## src/rtl/pll_ctl_pkg.sv

```systemverilog
package pll_ctl_pkg;
   // control word field layout (fixed: software encodes these positions)
   localparam int PD_BIT    = 0;
   localparam int BYP_BIT   = 1;
   localparam int OD_LSB    = 2;
   localparam int OD_W      = 2;
   localparam int ID_LSB    = 4;
   localparam int ID_W      = 5;
   localparam int FB_LSB    = 9;
   localparam int FB_W      = 7;
   localparam int CORE_W    = 16;
   localparam int BAND_LSB  = 20;

   // ratio widths derived from the field widths
   localparam int NUM_W     = FB_W + 2;
   localparam int DEN_W     = ID_W + 1 + (2 ** OD_W) - 1;

   // word slots (byte offset / 4)
   typedef enum logic [1:0] {
      SLOT_CTL  = 2'd0,
      SLOT_STS  = 2'd1,
      SLOT_MEAS = 2'd2,
      SLOT_MON  = 2'd3
   } slot_e;
endpackage

```

## src/rtl/pll_ratio_decode.sv

```systemverilog
module pll_ratio_decode
   import pll_ctl_pkg::*;
(
   input  logic [CORE_W-1:0] ctl_i,
   output logic [NUM_W-1:0]  num_o,
   output logic [DEN_W-1:0]  den_o,
   output logic              normal_o
);
   logic [FB_W-1:0] fb;
   logic [ID_W-1:0] id;
   logic [OD_W-1:0] od;
   logic [NUM_W-1:0] num_lin;
   logic [DEN_W-1:0] den_lin;

   assign fb = ctl_i[FB_LSB +: FB_W];
   assign id = ctl_i[ID_LSB +: ID_W];
   assign od = ctl_i[OD_LSB +: OD_W];

   // feedback multiplies by 2*(F+1); input divides by I+1, output by 2^O
   assign num_lin = (NUM_W'(fb) + NUM_W'(1)) << 1;
   assign den_lin = (DEN_W'(id) + DEN_W'(1)) << od;

   always_comb begin
      normal_o = 1'b0;
      if (ctl_i[BYP_BIT]) begin
         num_o = NUM_W'(1);
         den_o = DEN_W'(1);
      end else if (ctl_i[PD_BIT]) begin
         num_o = '0;
         den_o = DEN_W'(1);
      end else begin
         num_o    = num_lin;
         den_o    = den_lin;
         normal_o = 1'b1;
      end
   end
endmodule

```

## src/rtl/pll_ratio_window.sv

```systemverilog
module pll_ratio_window
   import pll_ctl_pkg::*;
#(
   parameter int RATIO_MIN = 1,
   parameter int RATIO_MAX = 32
) (
   input  logic             en_i,
   input  logic [NUM_W-1:0] num_i,
   input  logic [DEN_W-1:0] den_i,
   output logic             bad_o
);
   localparam int PROD_W = 32;
   logic [PROD_W-1:0] num_x, lo_lim, hi_lim;

   assign num_x  = PROD_W'(num_i);
   assign lo_lim = PROD_W'(RATIO_MIN) * PROD_W'(den_i);
   assign hi_lim = PROD_W'(RATIO_MAX) * PROD_W'(den_i);
   assign bad_o  = en_i && ((num_x < lo_lim) || (num_x > hi_lim));
endmodule

```

## src/rtl/pll_lock_timer.sv

```systemverilog
module pll_lock_timer #(
   parameter int LOCK_CYCLES = 10000
) (
   input  logic clk,
   input  logic rst_n,
   input  logic restart_i,
   input  logic hold_i,
   output logic lock_o
);
   localparam int CNT_W = $clog2(LOCK_CYCLES) + 1;
   localparam logic [CNT_W-1:0] LOAD = CNT_W'(LOCK_CYCLES - 1);

   logic [CNT_W-1:0] cnt_q;
   logic             busy_q;

   always_ff @(posedge clk or negedge rst_n) begin
      if (!rst_n) begin
         cnt_q  <= LOAD;
         busy_q <= 1'b1;
         lock_o <= 1'b0;
      end else if (restart_i) begin
         cnt_q  <= LOAD;
         busy_q <= 1'b1;
         lock_o <= 1'b0;
      end else if (busy_q) begin
         if (cnt_q == '0) begin
            busy_q <= 1'b0;
            lock_o <= ~hold_i;
         end else begin
            cnt_q <= cnt_q - 1'b1;
         end
      end else if (hold_i) begin
         lock_o <= 1'b0;
      end
   end

   p_lock_drop_r7: assert property (@(posedge clk) disable iff (!rst_n)
      restart_i |=> !lock_o);
   p_lock_needs_wait_r7: assert property (@(posedge clk) disable iff (!rst_n)
      $rose(lock_o) |-> $past(busy_q));
endmodule

```

## src/rtl/pll_ctl_regs.sv

```systemverilog
module pll_ctl_regs
   import pll_ctl_pkg::*;
#(
   parameter int ADDR_W      = 4,
   parameter int LOCK_CYCLES = 10000,
   parameter int RATIO_MIN   = 1,
   parameter int RATIO_MAX   = 32,
   parameter bit HAS_BAND    = 1'b1,
   parameter int BAND_W      = 4
) (
   input  logic                clk,
   input  logic                rst_n,
   input  logic                bus_wr,
   input  logic                bus_rd,
   input  logic [ADDR_W-1:0]   bus_addr,
   input  logic [31:0]         bus_wdata,
   output logic [31:0]         bus_rdata,
   output logic                lock_o,
   output logic                err_o,
   output logic                pdown_o,
   output logic                bypass_o,
   output logic [NUM_W-1:0]    ratio_num_o,
   output logic [DEN_W-1:0]    ratio_den_o
);
   localparam int SLOT_W = ADDR_W - 2;

   // elaboration-time parameter checks
   generate
      if (ADDR_W < 4)              begin : g_chk_addr  $error("ADDR_W must be at least 4"); end
      if (LOCK_CYCLES < 1)         begin : g_chk_lock  $error("LOCK_CYCLES must be at least 1"); end
      if (RATIO_MIN > RATIO_MAX)   begin : g_chk_win   $error("RATIO_MIN above RATIO_MAX"); end
      if (BAND_LSB + BAND_W > 32)  begin : g_chk_band  $error("band field exceeds word"); end
   endgenerate

   // address decode over the full word address
   logic [SLOT_W-1:0] slot;
   logic hit_ctl, hit_sts;
   logic ctl_wr;
   assign slot    = bus_addr[ADDR_W-1:2];
   assign hit_ctl = (slot == SLOT_W'(SLOT_CTL));
   assign hit_sts = (slot == SLOT_W'(SLOT_STS));
   assign ctl_wr  = bus_wr && hit_ctl;

   logic unused_lsb;
   assign unused_lsb = ^bus_addr[1:0];

   // core control fields
   logic [CORE_W-1:0] core_q;
   always_ff @(posedge clk or negedge rst_n) begin
      if (!rst_n)      core_q <= '0;
      else if (ctl_wr) core_q <= bus_wdata[CORE_W-1:0];
   end

   // optional band field
   logic [31:0] band_rd;
   generate
      if (HAS_BAND) begin : g_band
         logic [BAND_W-1:0] band_q;
         always_ff @(posedge clk or negedge rst_n) begin
            if (!rst_n)      band_q <= '0;
            else if (ctl_wr) band_q <= bus_wdata[BAND_LSB +: BAND_W];
         end
         assign band_rd = 32'(band_q) << BAND_LSB;
      end else begin : g_noband
         assign band_rd = '0;
      end
   endgenerate

   logic unused_wdata;
   assign unused_wdata = ^bus_wdata[31:CORE_W];

   // live decode of the stored word
   logic live_normal;
   pll_ratio_decode i_dec_live (
      .ctl_i    (core_q),
      .num_o    (ratio_num_o),
      .den_o    (ratio_den_o),
      .normal_o (live_normal)
   );

   // decode of the word being written, for the error check
   logic [NUM_W-1:0] wr_num;
   logic [DEN_W-1:0] wr_den;
   logic             wr_normal, wr_bad;
   pll_ratio_decode i_dec_wr (
      .ctl_i    (bus_wdata[CORE_W-1:0]),
      .num_o    (wr_num),
      .den_o    (wr_den),
      .normal_o (wr_normal)
   );

   pll_ratio_window #(
      .RATIO_MIN (RATIO_MIN),
      .RATIO_MAX (RATIO_MAX)
   ) i_win (
      .en_i  (wr_normal),
      .num_i (wr_num),
      .den_i (wr_den),
      .bad_o (wr_bad)
   );

   always_ff @(posedge clk or negedge rst_n) begin
      if (!rst_n)      err_o <= 1'b0;
      else if (ctl_wr) err_o <= wr_bad;
   end

   assign pdown_o  = core_q[PD_BIT];
   assign bypass_o = core_q[BYP_BIT];

   pll_lock_timer #(
      .LOCK_CYCLES (LOCK_CYCLES)
   ) i_lock (
      .clk       (clk),
      .rst_n     (rst_n),
      .restart_i (ctl_wr),
      .hold_i    (core_q[PD_BIT]),
      .lock_o    (lock_o)
   );

   // registered read port
   always_ff @(posedge clk or negedge rst_n) begin
      if (!rst_n) begin
         bus_rdata <= '0;
      end else if (bus_rd) begin
         if (hit_ctl)      bus_rdata <= 32'(core_q) | band_rd;
         else if (hit_sts) bus_rdata <= {30'd0, err_o, lock_o};
         else              bus_rdata <= '0;
      end
   end

   // assertions
   p_bypass_unity_r4: assert property (@(posedge clk) disable iff (!rst_n)
      bypass_o |-> (ratio_num_o == NUM_W'(1) && ratio_den_o == DEN_W'(1)));
   p_pd_stop_r5: assert property (@(posedge clk) disable iff (!rst_n)
      (pdown_o && !bypass_o) |-> (ratio_num_o == '0));
   p_den_nonzero_r3: assert property (@(posedge clk) disable iff (!rst_n)
      ratio_den_o != '0);
   p_pd_nolock_r8: assert property (@(posedge clk) disable iff (!rst_n)
      pdown_o |-> !lock_o);
   p_err_clear_bypass_r9: assert property (@(posedge clk) disable iff (!rst_n)
      (ctl_wr && bus_wdata[BYP_BIT]) |=> !err_o);
   p_side_zero_r10: assert property (@(posedge clk) disable iff (!rst_n)
      (bus_rd && !hit_ctl && !hit_sts) |=> (bus_rdata == '0));
   p_side_wr_keeps_r10: assert property (@(posedge clk) disable iff (!rst_n)
      (bus_wr && !hit_ctl) |=> $stable(core_q));
endmodule

```

## config.mk

```make
export PLATFORM = sky130hd
export DESIGN_NAME = pll_ctl_regs
export DESIGN_NICKNAME = d
export VERILOG_FILES = /design/src/rtl/pll_ctl_pkg.sv /design/src/rtl/pll_ratio_decode.sv /design/src/rtl/pll_ratio_window.sv /design/src/rtl/pll_lock_timer.sv /design/src/rtl/pll_ctl_regs.sv
export SDC_FILE = /design/constraint.sdc
export NUM_CORES = 1
export LEC_CHECK = 0
export ABC_AREA = 1
export BUFFER_PORTS_ARGS = -buffer_cell sky130_fd_sc_hd__buf_4
export CORE_ASPECT_RATIO = 0.8
export CORE_MARGIN = 3
export CORE_UTILIZATION = 50
export CTS_CLUSTER_SIZE = 12
export DETAILED_ROUTE_END_ITERATION = 6
export PLACE_DENSITY = 0.76
export SETUP_SLACK_MARGIN = 0.3
export SYNTH_ARGS = -nofsm -noshare
export SYNTH_HDL_FRONTEND = slang
export SYNTH_SLANG_ARGS = --single-unit
```

## constraint.sdc

```tcl
create_clock -name clk -period 3.5 [get_ports clk]
set_clock_uncertainty 0.1 [all_clocks]
set_input_delay 0.525 -clock clk [delete_from_list [all_inputs] [get_ports clk]]
set_output_delay 0.525 -clock clk [all_outputs]
set_load 0.02 [all_outputs]
```

**Word level (Yosys, flattened, before mapping)**

Cells that the tools add are included.

- Output and inout bits: 54
- Flip-flop bits (word level): 70

- Shift operators: 2
- Equality and inequality tests: 3
- Reductions and logical operators: 9
- Add/subtract/negate cells: 5
- Bitwise operators: 2
- Magnitude comparators: 2
- Mux-type cells: 22

Operators by type and width:

| cell | number |
|---|---|
| 9-bit two-way mux | 8 |
| 15-bit two-way mux | 3 |
| 24-bit two-way mux | 1 |
| 16-bit by 24-bit bitwise OR with 24-bit output | 1 |
| 9-bit by 2-bit left shift with 9-bit output | 2 |
| 7-bit by 1-bit adder with 8-bit output, second input constant | 2 |
| 15-bit logical NOT | 1 |
| 15-bit by 1-bit subtractor with 15-bit output, second input constant | 1 |
| 9-bit by 14-bit > comparator with 1-bit output | 1 |
| 5-bit by 1-bit adder with 6-bit output, second input constant | 2 |
| 9-bit < comparator | 1 |
| 1-bit two-way mux | 9 |
| 2-bit AND reduction | 2 |
| 3-bit inequality test, second input constant | 1 |
| 3-bit nonzero test | 1 |
| 2-bit by 1-bit equality test with 1-bit output, second input constant | 1 |
| 1-bit logical AND | 2 |
| 2-bit logical NOT | 1 |
| 2-bit two-way mux | 1 |
| 2-bit inequality test, second input constant | 1 |
| 2-bit nonzero test | 1 |
| 1-bit logical OR | 1 |
| 1-bit NOT | 1 |

**Longest topological paths before layout**

Gate-level depths: netlist of the first run.

- Depth after elaboration: 7
- Depth in mapped cells: 18

**Cells and area by module**

From an unflattened synthesis of the first run, not the netlist that was laid out.

- Cells, all modules: 588
- Area total of the unflattened synthesis: 4002.6 um^2

By module, submodules not included:

| module | instances | area an instance (um^2) | cells an instance |
|---|---|---|---|
| pll_ctl_regs | 1 | 1717.9 | 198 |
| pll_lock_timer | 1 | 1068.5 | 149 |
| pll_ratio_decode | 2 | 399.1 | 84 |
| pll_ratio_window | 1 | 417.9 | 73 |

**Worst setup path after synthesis of the first run**

Ideal clock, no wire load.

- Kind: input -> register
- Start: in bus_wdata[4]
- End: reg err_o
- Setup slack: 1.204 ns
- Stages: 16
- Data required time: 3.284 ns
- Buffers on the path: 0
- Library setup time: 0.116 ns
- Arrival time: 2.079 ns
- Path through: ha_1 > xnor2_1 > o21ai_0 > a22oi_1 > ha_1 > nand2_1 > nor2_1 > nand2_1 > nor2_1 > nand3_1 > nand3_1 > nor2_1 > nand2_1 > nand2_1 > nand2_1 > nand2_1

- Cells in the longest elaborated chain, start to end: 7
- Elaborated cells on any way between the ends: 8
- Those cells by class: 1 x add/sub; 2 x order compare; 1 x shift; 2 x mux; 2 x reduce/logical

RTL lines:

| what | line | RTL |
|---|---|---|
| start: declaration | pll_ctl_regs.sv:16 | `input logic [31:0] bus_wdata,` |
| 5-bit by 1-bit adder with 6-bit output * | pll_ratio_decode.sv:21 | `assign den_lin = (DEN_W'(id) + DEN_W'(1)) << od;` |
| 9-bit by 2-bit left shift with 9-bit output * | pll_ratio_decode.sv:21 |  |
| 9-bit two-way mux * | pll_ratio_decode.sv:28 | `end else if (ctl_i[PD_BIT]) begin` |
| 9-bit two-way mux * | pll_ratio_decode.sv:25 | `if (ctl_i[BYP_BIT]) begin` |
| 9-bit by 14-bit > comparator with 1-bit output / 9-bit < comparator (equally long branches) | pll_ratio_window.sv:18 | `assign bad_o = en_i && ((num_x < lo_lim) \|\| (num_x > hi_lim));` |
| 1-bit logical OR * | pll_ratio_window.sv:18 |  |
| 1-bit logical AND * | pll_ratio_window.sv:18 |  |
| end signal: assignment | pll_ctl_regs.sv:104 | `else if (ctl_wr) err_o <= wr_bad;` |
| end: declaration | pll_ctl_regs.sv:19 | `output logic err_o,` |

Every way passes the cells marked *; elsewhere a longest branch is shown, timed or not.
A chain may end at the register's enable or synchronous reset.

**Worst setup path after layout of the first run**

- Start: reg core_q[1]
- End: out ratio_den_o[2]

- Cells in the longest elaborated chain, start to end: 1

RTL lines:

| what | line | RTL |
|---|---|---|
| start: declaration | pll_ctl_regs.sv:48 | `logic [CORE_W-1:0] core_q;` |
| start signal: assignment | pll_ctl_regs.sv:51 | `else if (ctl_wr) core_q <= bus_wdata[CORE_W-1:0];` |
| 9-bit two-way mux | pll_ratio_decode.sv:25 |  |
| end: declaration | pll_ctl_regs.sv:23 | `output logic [DEN_W-1:0] ratio_den_o` |

Every way passes these cells.

==> results of run 1 <==
## cell type report
type / instances / area (µm²) / area share (%)
inverters: 58 / 218 / 4.87
multi-input cells: 369 / 1920 / 43.0
clock inverters: 5 / 100 / 2.24
clock buffers: 11 / 151 / 3.38
well taps: 87 / 109 / 2.43
flip-flops and latches: 58 / 1460 / 32.7
repair buffers: 68 / 510 / 11.4
## registers in the layout, indices dropped and copies added (netlist names)
name and cells:
i_lock.cnt_q 15, err_o 1, core_q 16, i_lock.busy_q 1, g_band.band_q 4, i_lock.lock_o 1
bus_rdata 20
## layer usage
metal | vias to the layer above | track usage (%)
li1 | 1740 | -
met1 | 1523 | 32.6
met2 | 115 | 30.1
met3 | 10 | 4.20
met4 | 0 | 8.10
met5 | - | 0
## stage by stage
stage          area [µm²]  hold WS, ns  utilization, %
6_report             4470        0.130            63.7
5_1_grt              4470        0.176            63.7
4_1_cts              4470        0.160            63.7
3_5_place_dp         4220        0.371            60.1
3_3_place_gp         4220        0.364            60.1
2_1_floorplan        3750        0.129               -
## kinds of logic after synthesis
group / Yosys count / share of synthesized area, %
fa+ha+maj: 17 / 5.73
compound gates: 85 / 12.2
simple gates: 245 / 30.2
buf+inv: 85 / 9.97
xor+xnor: 9 / 2.12
other cells: 1 / 0.101
flops: 58 / 39.4
mux: 1 / 0.270
## critical path: stages (launching register included)
cell and delay [ns]:
dfrtp_1 0.47, nor2_2 0.30, inv_1 0.12, or2_1 0.30, o22ai_1 0.18, buf_4 0.17
## synthesized netlist by cell type, drive strengths merged
cell and number:
a31oi 2, ha 17, a22oi 1, buf 15
and2 1, o21ai 57, or2 3, a21oi 15
dfstp 9, dfrtp 49, o31ai 1, xnor2 2
clkbuf 12, nor2 52, o22ai 5, mux2i 1
nand2 130, nand3 42, nand4 5, nor3b 1
xor2 7, a32oi 1, o211ai 3, conb 1
nor3 11, inv 58
## power by group
| group | switching [mW] | internal, mW |
|---|---|---|
| logic | 0.383 | 0.244 |
| clock network | 0.263 | 0.509 |
| registers | 0.116 | 0.783 |
## worst max path at each step
| stage | start | to | slack, ns | depth (start not counted) |
|---|---|---|---|---|
| 6_report | core_q[1] | ratio_den_o[2] | 0.99 | 5 |
| 5_1_grt | core_q[9] | ratio_num_o[7] | 0.81 | 7 |
| 4_1_cts | core_q[1] | ratio_den_o[6] | 1.00 | 5 |
| 3_5_place_dp | bus_wdata[9] | err_o | 0.75 | 17 |
| 3_3_place_gp | bus_wdata[9] | err_o | 0.82 | 17 |
| 2_1_floorplan | bus_wdata[4] | err_o | 1.20 | 16 |
==> run summary, run 1 <==
Critical path endpoint category: output pin
Crit path launch type: register
Final Hold Fails: 0
F_max: 0.398 GHz
Mapped cell area: 3710 µm²
Max Slew Vio Count: 0
Cell Pwr Density: 514 nW/µm²
Post-CTS Setup Inserts: 0
RePlAce Congestion: 0.864
Final setup TNS: 0 ns
Hold Path Class: in2async
Diode count: 0
Met3 WL: 703 µm
Reg2Reg Depth: 12
Vias in the first global route: 3210
End of the worst register-to-register path: i_lock.cnt_q[14]
Cells after Synth: 501
Synth top area share: 33.0%
Overall routing resource usage: 21.6%
Die ar.: 8500 µm²
Top routing layer in use: met4
Core Box Area: 7030 µm²
Detailed Route Iter0 Violations: 179
Clock Latency Late Sink: 0.34 ns
CTS sink cnt: 58
Critical Path AT: 1.89 ns
Critical Path Fanout Max: 8
Placed Cells: 640
H-tree levels: 3
Number of port buffers: 67
Drt first pass iters: 5
Max Buffers Root-to-Sink: 2
Rel. slew slack: 48.5%
Distinct cell type count after synthesis: 37
Status: finished clean
CTS root buffer: clkbuf_8
DR WL met2: 3.59 mm
Post-synthesis sequential area ratio: 39.4%
Routed Antenna Nets: 0
Minimum clock period: 2.51 ns
Fillers: 628
Largest net degree at the start of global routing: 59
Area grow syn2layout: 20.5%
Initial core utilization: 52.8%
Nets: 621
R2R Path Start: i_lock.cnt_q[0]
Share of cells above drive strength 1: 21.6%
Ranking of synthesized cells by area: dfrtp_1 33%, nand2_1 12%, dfstp_2 6.4%, o21ai_0 6.3%, ha_1 5.7%
Max IR drop VDD: 0.237 mV
Die Height: 83.1 µm
Most common cell after layout, fill and taps aside: nand2_1
Final wirelength: 8.59 mm
Metal-1 WL: 4.20 mm
WP data required: 2.87 ns
DP HPWL: 6.41 mm
Final-report setup violation count: 0
YS warnings: 0
Worst slack at placement: 0.750 ns
Actual slew at the worst max-slew pin: 0.769 ns
Post-CTS sizing: 0
Tcrit/Tclk final: 71.7%
Initial antenna violation count: 0
Lkg Pwr: 2.20 nW
DRC Markers: 0
# rows: 27
Die Width: 102 µm
IO Pins: 94
Total CTS buffers: 9
Worst Path Class, Setup: reg2out
Hold_buf cts: 0
Total gr overflow: 0
Clock transition at path regs: 0.07 ns
Syn Area/Cell: 7.41 µm²
Drt wl/cell: 13.1 µm
Setup WS post-layout: 0.990 ns
Cell accounting for the most synthesized area: dfrtp_1
# Max-Cap Violations: 0
Final Non-Filler Cells: 656
Power, Total: 2.30 mW
Vias/cell: 5.16
First-pass GRT wire length: 14.9 mm
Via count: 3388
Commonest cells after routing, fill and taps aside: 122 x nand2_1, 68 x buf_4, 50 x inv_1, 49 x dfrtp_1, 47 x o21ai_0
RSZ-0062 raised after global routing: no
CTS tree: done
R2R setup slack: 1.58 ns
#FFs+latches synth: 58
Power figures use the tool's default switching activity.
==> inputs of run 2 (changes only) <==
clock period = 2.4 ns   (was 3.5 ns; I/O delays follow)
==> run 2 against run 1 <==
Effect of this change: register-to-register slack got worse by 1.1 ns; flip-flop and latch count did not move; routed wire length rose by 17%; non-clock buffer count rose by 26; final area rose by 7.1%; cell count rose by 4.0%; clock-buffer cell count fell by 1; sequential power rose by 46%; sequential share of layout area fell by 2.1 points; first-iteration DRC count rose by 29%.
==> run summary, run 2 (synthesis results as in run 1) <==
Cell Pwr Density: 669 nW/µm²
Final cell area excluding filler cells: 4790 µm²
Diode count: 0
Core Box Area: 7030 µm²
Max Buffers Root-to-Sink: 2
Met1 usage: 33.7%
Rel. slew slack: 52.1%
Routed Antenna Nets: 0
WP data required: 1.94 ns
CTS root buffer: clkbuf_8
Fillers: 561
First-pass GRT wire length: 15.6 mm
Total CTS buffers: 9
Max reg flops: 20
Largest registers: bus_rdata (20), core_q (16), i_lock.cnt_q (15)
Commonest cells after routing, fill and taps aside: 119 x nand2_1, 88 x buf_4, 49 x inv_1, 45 x dfrtp_1, 42 x nor2_1
Critical Path AT: 1.76 ns
Nets: 647
F_max: 0.450 GHz
Actual slew at the worst max-slew pin: 0.719 ns
DP HPWL: 6.82 mm
Critical Path, Cell by Cell: buf_6, nand3_4, nor3b_4, nand2_1, o22ai_1, buf_4
Worst path slowest cell: dfrtp_1
Largest net degree at the start of global routing: 59
Critical Path Fanout Max: 3
Grt peak-use layer: met1
Number of port buffers: 67
Post-DP Area: 4320 µm²
Detailed Route Iter0 Violations: 231
Clock transition at path regs: 0.07 ns
Area grow syn2layout: 29.0%
CTS tree: done
Met3 usage: 6.05%
Post-Route Utilization: 68.2%
H-tree levels: 3
RSZ-0062 raised after global routing: yes
Hold Path Class: in2reg
Drt first pass iters: 5
# rows: 27
Initial antenna violation count: 0
Tcrit/Tclk final: 92.6%
Final Hold Fails: 0
Most common cell after layout, fill and taps aside: nand2_1
Setup WS post-layout: 0.178 ns
DRC Markers: 0
Largest reg by FF count: bus_rdata
Total gr overflow: 0
Vias/cell: 5.37
Share of cells above drive strength 1: 29.7%
Clock Latency Late Sink: 0.34 ns
Lkg Pwr: 2.32 nW
Hold Slack: 0.113 ns
Die ar.: 8500 µm²
Crit path largest cell delay: 0.44 ns
Worst Path Class, Setup: reg2out
Drt wl/cell: 14.8 µm
Via count: 3663
Max IR drop VDD: 0.277 mV
Status: finished clean
# Max-Cap Violations: 0
Critical path endpoint category: output pin
Worst slack at placement: -0.0535 ns
Overall routing resource usage: 23.0%
Die Height: 83.1 µm
IO Pins: 94
Crit path launch type: register
Minimum clock period: 2.22 ns
Die Width: 102 µm
Final-report setup violation count: 0
Final wirelength: 10.1 mm
RePlAce Congestion: 0.865
CTS sink cnt: 58
Met2 Usage GRT: 33.4%
Max Slew Vio Count: 0
Vias in the first global route: 3261
Initial core utilization: 52.8%
## run 2: path summary, 6_finish.rpt
check / startpoint / to / slack [ns] / depth (start not counted)
max: core_q[4] / ratio_den_o[6] / 0.18 / 6
min in group asynchronous: rst_n / bus_rdata[22] / 0.52 / 2
max reg2reg: i_lock.cnt_q[0] / i_lock.cnt_q[14] / 0.44 / 12
max in group asynchronous: rst_n / core_q[2] / 1.16 / 2
min: bus_wdata[23] / g_band.band_q[3] / 0.11 / 3
min reg2reg: g_band.band_q[0] / g_band.band_q[0] / 0.39 / 2
## run 2: worst max-delay path: cells and delay by family (launching register included)
kind / cells / cell delay (ns)
flops: 1 / 0.44
buf+inv: 2 / 0.32
simple gates: 3 / 0.43
compound gates: 1 / 0.23
## run 2: power by group
part	internal, mW	leakage, nW	switching (mW)	total, mW
logic	0.445	1.50	0.644	1.09
registers	1.14	0.733	0.168	1.31
clock network	0.401	0.0882	0.403	0.804
## run 2: final cells by class
class	count	area [µm²]	share of cell area (%)
tap	87	109	2.27
clock inverter	6	42.5	0.888
clock buffer	10	138	2.87
timing repair buffer	94	727	15.2
sequential	58	1470	30.6
inverter	58	220	4.60
multi-input combinational	369	2090	43.6
## run 2: through the flow
stage | instances | setup TNS [ns] | total power [mW]
after floorplan | 512 | 0 | 1.93
final | 682 | 0 | 3.20
after global placement | 653 | 0 | 2.23
after detailed placement | 653 | -0.0535 | 2.26
after CTS | 678 | 0 | 3.11
after global routing | 682 | 0 | 3.40
## run 2: timing repair
action | 4_1_cts | 5_1_grt
endpoints found under the hold margin | 33 | 0
setup endpoints to repair | 8 | 12
hold buffers | 1 | 0
resized for setup | 9 | 40
pin swaps | 3 | 12
gates cloned | 0 | 0
setup buffers | 8 | 4
## run 2: routing by layer
| metal | part of all wire [%] | vias up |
|---|---|---|
| li1 | - | 1788 |
| met1 | 46 | 1695 |
| met2 | 45 | 163 |
| met3 | 6.8 | 17 |
| met4 | 1.8 | 0 |
| met5 | 0 | - |
